**src/rtl/seg_pkg.sv**
```systemverilog
package seg_pkg;
  localparam int DESC_W     = 64;
  localparam int OFF_W      = 32;
  localparam int LIM_RAW_W  = 20;
  localparam int PAGE_SHIFT = 12;

  typedef enum logic [1:0] {
    KIND_RD  = 2'd0,
    KIND_WR  = 2'd1,
    KIND_EX  = 2'd2,
    KIND_EX2 = 2'd3
  } acc_kind_e;

  typedef struct packed {
    logic [OFF_W-1:0] base;
    logic [OFF_W-1:0] lim;     // effective (scaled) limit
    logic             code;    // type bit 43
    logic             tmid;    // type bit 42: expand-down / conforming
    logic             tlow;    // type bit 41: writable / readable
    logic             nonsys;  // bit 44
    logic             present; // bit 47
    logic             big;     // bit 54
  } seg_ent_t;
endpackage

```
**src/rtl/seg_desc_cache.sv**
```systemverilog
module seg_desc_cache
  import seg_pkg::*;
#(
  parameter int NSEG  = 6,
  parameter int SEL_W = (NSEG > 1) ? $clog2(NSEG) : 1
) (
  input  logic              clk,
  input  logic              rst,
  input  logic              ld_valid,
  input  logic [SEL_W-1:0]  ld_sel,
  input  logic [DESC_W-1:0] ld_desc,
  input  logic [SEL_W-1:0]  rd_sel,
  output seg_ent_t          rd_ent
);
  localparam int PAD_W = OFF_W - LIM_RAW_W;

  seg_ent_t               ent [NSEG];
  seg_ent_t               new_ent;
  logic [LIM_RAW_W-1:0]   raw_lim;
  logic                   unused_desc_bits;

  assign unused_desc_bits = ^{ld_desc[40], ld_desc[46:45], ld_desc[53:52]};
  assign raw_lim = {ld_desc[51:48], ld_desc[15:0]};

  always_comb begin
    new_ent.base    = {ld_desc[63:56], ld_desc[39:16]};
    new_ent.lim     = ld_desc[55] ? {raw_lim, {PAGE_SHIFT{1'b1}}}
                                  : {{PAD_W{1'b0}}, raw_lim};
    new_ent.code    = ld_desc[43];
    new_ent.tmid    = ld_desc[42];
    new_ent.tlow    = ld_desc[41];
    new_ent.nonsys  = ld_desc[44];
    new_ent.present = ld_desc[47];
    new_ent.big     = ld_desc[54];
  end

  for (genvar g = 0; g < NSEG; g++) begin : g_entry
    always_ff @(posedge clk) begin
      if (rst)
        ent[g] <= '0;
      else if (ld_valid && ld_sel == SEL_W'(g))
        ent[g] <= new_ent;
    end
  end

  always_comb begin
    rd_ent = '0;
    for (int i = 0; i < NSEG; i++)
      if (rd_sel == SEL_W'(i)) rd_ent = ent[i];
  end
endmodule

```
**src/rtl/seg_limit_eval.sv**
```systemverilog
module seg_limit_eval
  import seg_pkg::*;
(
  input  seg_ent_t         ent,
  input  logic [OFF_W-1:0] offset,
  input  logic [1:0]       size_code,
  output logic             lim_fault
);
  logic [OFF_W:0] span_m1;
  logic [OFF_W:0] last_byte;
  logic [OFF_W:0] upper;
  logic           exp_down;

  always_comb begin
    case (size_code)
      2'd0:    span_m1 = '0;
      2'd1:    span_m1 = (OFF_W+1)'(1);
      default: span_m1 = (OFF_W+1)'(3);
    endcase
    last_byte = {1'b0, offset} + span_m1;
    exp_down  = !ent.code && ent.tmid;
    upper     = ent.big ? {1'b0, {OFF_W{1'b1}}} : (OFF_W+1)'(17'h0FFFF);
    if (exp_down)
      lim_fault = (offset <= ent.lim) || (last_byte > upper);
    else
      lim_fault = last_byte > {1'b0, ent.lim};
  end
endmodule

```
**src/rtl/seg_type_eval.sv**
```systemverilog
module seg_type_eval
  import seg_pkg::*;
(
  input  seg_ent_t   ent,
  input  logic [1:0] kind,
  output logic       type_fault
);
  acc_kind_e k;
  assign k = acc_kind_e'(kind);

  always_comb begin
    if (!ent.nonsys)
      type_fault = 1'b1;
    else if (ent.code) begin
      case (k)
        KIND_WR: type_fault = 1'b1;
        KIND_RD: type_fault = !ent.tlow;
        default: type_fault = 1'b0;
      endcase
    end else begin
      case (k)
        KIND_WR: type_fault = !ent.tlow;
        KIND_RD: type_fault = 1'b0;
        default: type_fault = 1'b1;
      endcase
    end
  end
endmodule

```
**src/rtl/seg_check_top.sv**
```systemverilog
module seg_check_top
  import seg_pkg::*;
#(
  parameter int NSEG  = 6,
  parameter int SEL_W = (NSEG > 1) ? $clog2(NSEG) : 1
) (
  input  logic              clk,
  input  logic              rst,
  input  logic              load_valid,
  input  logic [SEL_W-1:0]  load_seg,
  input  logic [63:0]       load_desc,
  input  logic              req_valid,
  input  logic [SEL_W-1:0]  req_seg,
  input  logic [31:0]       req_offset,
  input  logic [1:0]        req_size,
  input  logic [1:0]        req_kind,
  output logic              rsp_valid,
  output logic [31:0]       rsp_lin_addr,
  output logic              rsp_limit_fault,
  output logic              rsp_type_fault,
  output logic              rsp_np_fault
);
  seg_ent_t cur;
  logic     lim_f;
  logic     typ_f;

  seg_desc_cache #(.NSEG(NSEG), .SEL_W(SEL_W)) u_cache (
    .clk(clk), .rst(rst),
    .ld_valid(load_valid), .ld_sel(load_seg), .ld_desc(load_desc),
    .rd_sel(req_seg), .rd_ent(cur)
  );

  seg_limit_eval u_lim (
    .ent(cur), .offset(req_offset), .size_code(req_size), .lim_fault(lim_f)
  );

  seg_type_eval u_typ (
    .ent(cur), .kind(req_kind), .type_fault(typ_f)
  );

  always_ff @(posedge clk) begin
    if (rst) begin
      rsp_valid       <= 1'b0;
      rsp_lin_addr    <= '0;
      rsp_limit_fault <= 1'b0;
      rsp_type_fault  <= 1'b0;
      rsp_np_fault    <= 1'b0;
    end else begin
      rsp_valid <= req_valid;
      if (req_valid) begin
        rsp_lin_addr    <= cur.base + req_offset;
        rsp_np_fault    <= !cur.present;
        rsp_limit_fault <= cur.present && lim_f;
        rsp_type_fault  <= cur.present && typ_f;
      end
    end
  end
endmodule

```
**config.mk**
```make
export PLATFORM = sky130hd
export DESIGN_NAME = seg_check_top
export DESIGN_NICKNAME = d
export VERILOG_FILES = /design/src/rtl/seg_pkg.sv /design/src/rtl/seg_desc_cache.sv /design/src/rtl/seg_limit_eval.sv /design/src/rtl/seg_type_eval.sv /design/src/rtl/seg_check_top.sv
export SDC_FILE = /design/constraint.sdc
export NUM_CORES = 1
export LEC_CHECK = 0
export CAP_MARGIN = 30
export CORE_MARGIN = 2
export CORE_UTILIZATION = 52
export CTS_CLUSTER_DIAMETER = 50
export CTS_CLUSTER_SIZE = 14
export DETAILED_ROUTE_END_ITERATION = 10
export PLACE_DENSITY = 0.84
export SETUP_SLACK_MARGIN = 0.05
export SLEW_MARGIN = 15
export SYNTH_ARGS = -nofsm -noshare
export SYNTH_HDL_FRONTEND = slang
export SYNTH_SLANG_ARGS = --single-unit
```
**constraint.sdc**
```tcl
create_clock -name clk -period 8.05 [get_ports clk]
set_input_delay 1.61 -clock clk [delete_from_list [all_inputs] [get_ports clk]]
set_output_delay 1.61 -clock clk [all_outputs]
set_load 0.005 [all_outputs]
```
==> summary.md <==
| Metric | Value |
|---|---|
| Cell Int Power | ~4.2 mW |
| I/O Pins | between 100 and 150 |
| RSZ-0062 raised after global routing | false |
| # fillers | 3420 |
| Async set-or-reset flop fraction in the synthesized netlist | 0 |
| Worst-case clock buffer depth | 3 |
| CTS sink cnt | about 460 |
| Clock power frac | 0.346 |
| Starting Density | 0.523 |
| Syn Area/Cell | ~12 µm² |
| Synth cell types | 70 |
| Grt total ovfl | 0 |
| Crit path max-delay family | simple AND/OR/NAND/NOR gates |
| Die X | 217 µm |
| Routed wire length | approximately 65000 µm |
| CP max stage cell | nor4_1 |
| Core ar. | between 40000 and 50000 µm² |
| Slew at the pin with the worst max-slew slack | slightly above 1 ns |
| Fin Setup TNS | 0 ns |
| Synth top area share | 0.534 |
| Area grow syn2layout | 15.0% |
| Primary FF master, synth | edfxtp_1 |
| Final Max Slew Viols | 0 |
| Final worst path period share | 0.816 |
| CTS tree | done |
| CP required | 8.57 ns |
| Post-Syn Area | ~24000 µm² |
| Comb power frac | 0.159 |
| Yosys warning total | 0 |
| Layout Nets | 2300 |
| Max Clk Rate | 152 MHz |
| Worst setup SP type | primary input |
| Antenna Nets Post-Route | 0 |
| Final setup fails | 0 |
| H-Tree Depth | 2 |
| Setup WS pre-CTS | 1.17 ns |
| Largest net degree at the start of global routing | 73 |
| Post-CTS resize count | 0 |
| Post-synth EDFFs | 420 |
| CP Max Fanout | 6 |
| Minimum clock period | about 6.6 ns |
| Skew final | 0.0155 ns |
| Vias in the first global route | 16500 |
| Initial antenna violation count | 11 |
| Gr usage total | 0.274 |
| Hold-fix buffers, CTS | 0 |
| Cell types occupying the most area after synthesis | edfxtp_1, and2_1, ha_1 |
| Worst r2r path cells | 13 |
| Pre-antenna DRT Iters | 5 |
| Die area | between 40000 and 50000 µm² |
| Reg power frac | 0.495 |
| Site Rows | 78 |
| WP buf/inv | 1 |
| VDD IR max | between 0.00015 and 0.0002 V |
| Reg2reg end | rsp_lin_addr[26] |
| Static Leak | between 10 and 15 nW |
| Top post-synthesis cells by count | edfxtp_1, nor2_1, and2_1, nand2_1, ha_1 |
| Psw | 1.47 mW |
| Worst Hold End | rsp_lin_addr[28] |
| Class of the worst hold path | reg2reg |
| Final setup margin | about 1.5 ns |
| CP Cell Sequence | clkdlybuf4s50_1 -> ha_1 -> a21oi_1 -> nor2_1 -> nand3_1 -> nor4_1 -> nand3_1 -> nor2_1 -> nand3_1 -> xnor2_1 -> ha_1 -> nand4_1 -> nor4_1 -> nand4_1 -> a31oi_1 -> a211oi_1 -> o21ai_0 -> o311a_1 |
| Post-CTS Setup Inserts | 0 |
| Die height | around 220 µm |
| Mapped Nets | approximately 2200 |
| Sequential area share after synthesis | 0.565 |
| PD cells | 210 nW/µm² |
| First-pass GRT wire length | between 90000 and 100000 µm |
| Hold Path Depth | 2 |
| Arrival time worst endpoint | roughly 7 ns |
| DRT iter0 DRCs | about 1800 |
| CP endpoint kind | register |
| Synth Register Bits | ~460 |
| Vias/cell | 6.14 |
| WL/cell | between 20 and 25 µm |
| CP most frequent cell | nand3_1 |
| Root Driver | clkbuf_16 |
| Status | completed |
| R2r startpoint | u_cache.ent[1][108] |
| Vias | between 15000 and 20000 |
| Max Cap Violations | 0 |
| CP max stage delay | approximately 0.85 ns |
| Syn Inst Count | roughly 2000 |
| Sw Share | 0.259 |
| Port bufs | 140 |
| GP Congestion | about 0.95 |
| Most frequent cell after synthesis | edfxtp_1 |
| Final count of hold timing violations | 0 |
| Worst R2R Setup Slack | between 4 and 5 ns |
| Slew margin rel. | 0.308 |
| Layout cell share with drive strength beyond 1 | 0.0922 |
| DRC viols | 0 |
| Worst skew pair latency | roughly 0.58 ns |
| Placed wire-length estimate | between 40000 and 50000 µm |
| Worst setup path class | in2reg |
| Cell taking the most area after synthesis | edfxtp_1 |
| TritonCTS Buffers | 43 |
| Worst-path clk slew | roughly 0.060 ns |
| Hold path start | rsp_lin_addr[28] |
layout make-up:
cell class	instances	area [µm²]	area share
Sequential cell	456	13300	0.491
Tap cell	600	751	0.0277
Inverter	18	67.6	0.00249
Antenna cell	8	20.0	0.000738
Clock inverter	15	178	0.00655
Clock buffer	56	1150	0.0422
Timing Repair Buffer	182	1750	0.0646
Multi-Input combinational cell	1376	9890	0.364
cells in the final DEF (no fill, tap or decap), drive strengths merged, types with 9 or more instances in the layout:
master,instances
edfxtp,420
nor2,278
and2,232
clkdlybuf4s50,136
nand2,119
ha,111
mux2i,93
o21ai,82
a21oi,71
clkbuf,58
mux4,53
buf,44
a21o,39
dfxtp,36
xnor2,35
nand3,33
nand4,24
inv,22
nor3,21
xor2,17
mux2,16
a222oi,15
nand2b,15
a211oi,14
nor2b,10
o22ai,10
o31ai,10
and3,9
clkinv,9
power by group through the flow:
stage	clock network, mW	logic [mW]	registers, mW
4_1_cts	1.97	0.893	2.81
3_3_place_gp	0	0.857	2.85
6_report	1.97	0.906	2.81
2_1_floorplan	0	0.538	2.86
5_1_grt	2.07	0.978	2.82
3_5_place_dp	0	0.883	2.86
registers in the layout, summed over array words and instances, names as in the netlist:
register and flops:
rsp_valid 1, rsp_limit_fault 1, u_cache.ent 420, rsp_lin_addr 32, rsp_np_fault 1, rsp_type_fault 1
tightest hold or removal path: stages (launching register included):
cell and delay [ns]:
dfxtp_1 0.31, nand2_1 0.05, o31ai_1 0.05
through the flow:
stage / hold WS (ns) / utilization / area, µm² / power (mW) / instances
final: 0.456 / 0.602 / 27100 / 5.69 / 2711
after global routing: 0.485 / 0.602 / 27100 / 5.87 / 2710
after CTS: 0.463 / 0.600 / 27100 / 5.68 / 2700
after detailed placement: 0.452 / 0.571 / 25700 / 3.75 / 2629
after global placement: 0.458 / 0.570 / 25700 / 3.70 / 2625
after floorplan: 0.449 / - / 23600 / 3.40 / 1954
worst max path at each step:
stage | depth (start not counted) | slack [ns] | end | startpoint
floorplan | 2 | 0.44 | u_cache.ent[0][0] | load_seg[0]
global placement | 18 | 1.28 | rsp_limit_fault | req_offset[1]
detailed placement | 18 | 1.17 | rsp_limit_fault | req_offset[1]
CTS | 18 | 1.73 | rsp_limit_fault | req_offset[1]
global route | 18 | 1.35 | rsp_limit_fault | req_offset[1]
finish | 18 | 1.48 | rsp_limit_fault | req_offset[1]
routing by layer:
| metal | part of all wire | global-route usage |
|---|---|---|
| met3 | 0.092 | 0.0485 |
| met2 | 0.48 | 0.439 |
| met5 | 0.00040 | 0 |
| met4 | 0.044 | 0.127 |
| met1 | 0.39 | 0.367 |
cells by family (layout without fill, tap and decap cells):
family,count (synthesis),count (layout),synth area share
fa+ha+maj,114,114,0.0610
compound gates,281,281,0.0753
flops,456,456,0.565
other cells,0,8,0
mux,162,162,0.0980
xor+xnor,52,52,0.0193
simple gates,767,767,0.161
buf+inv,122,271,0.0208
No activity file was read; power rests on OpenSTA's default activity.
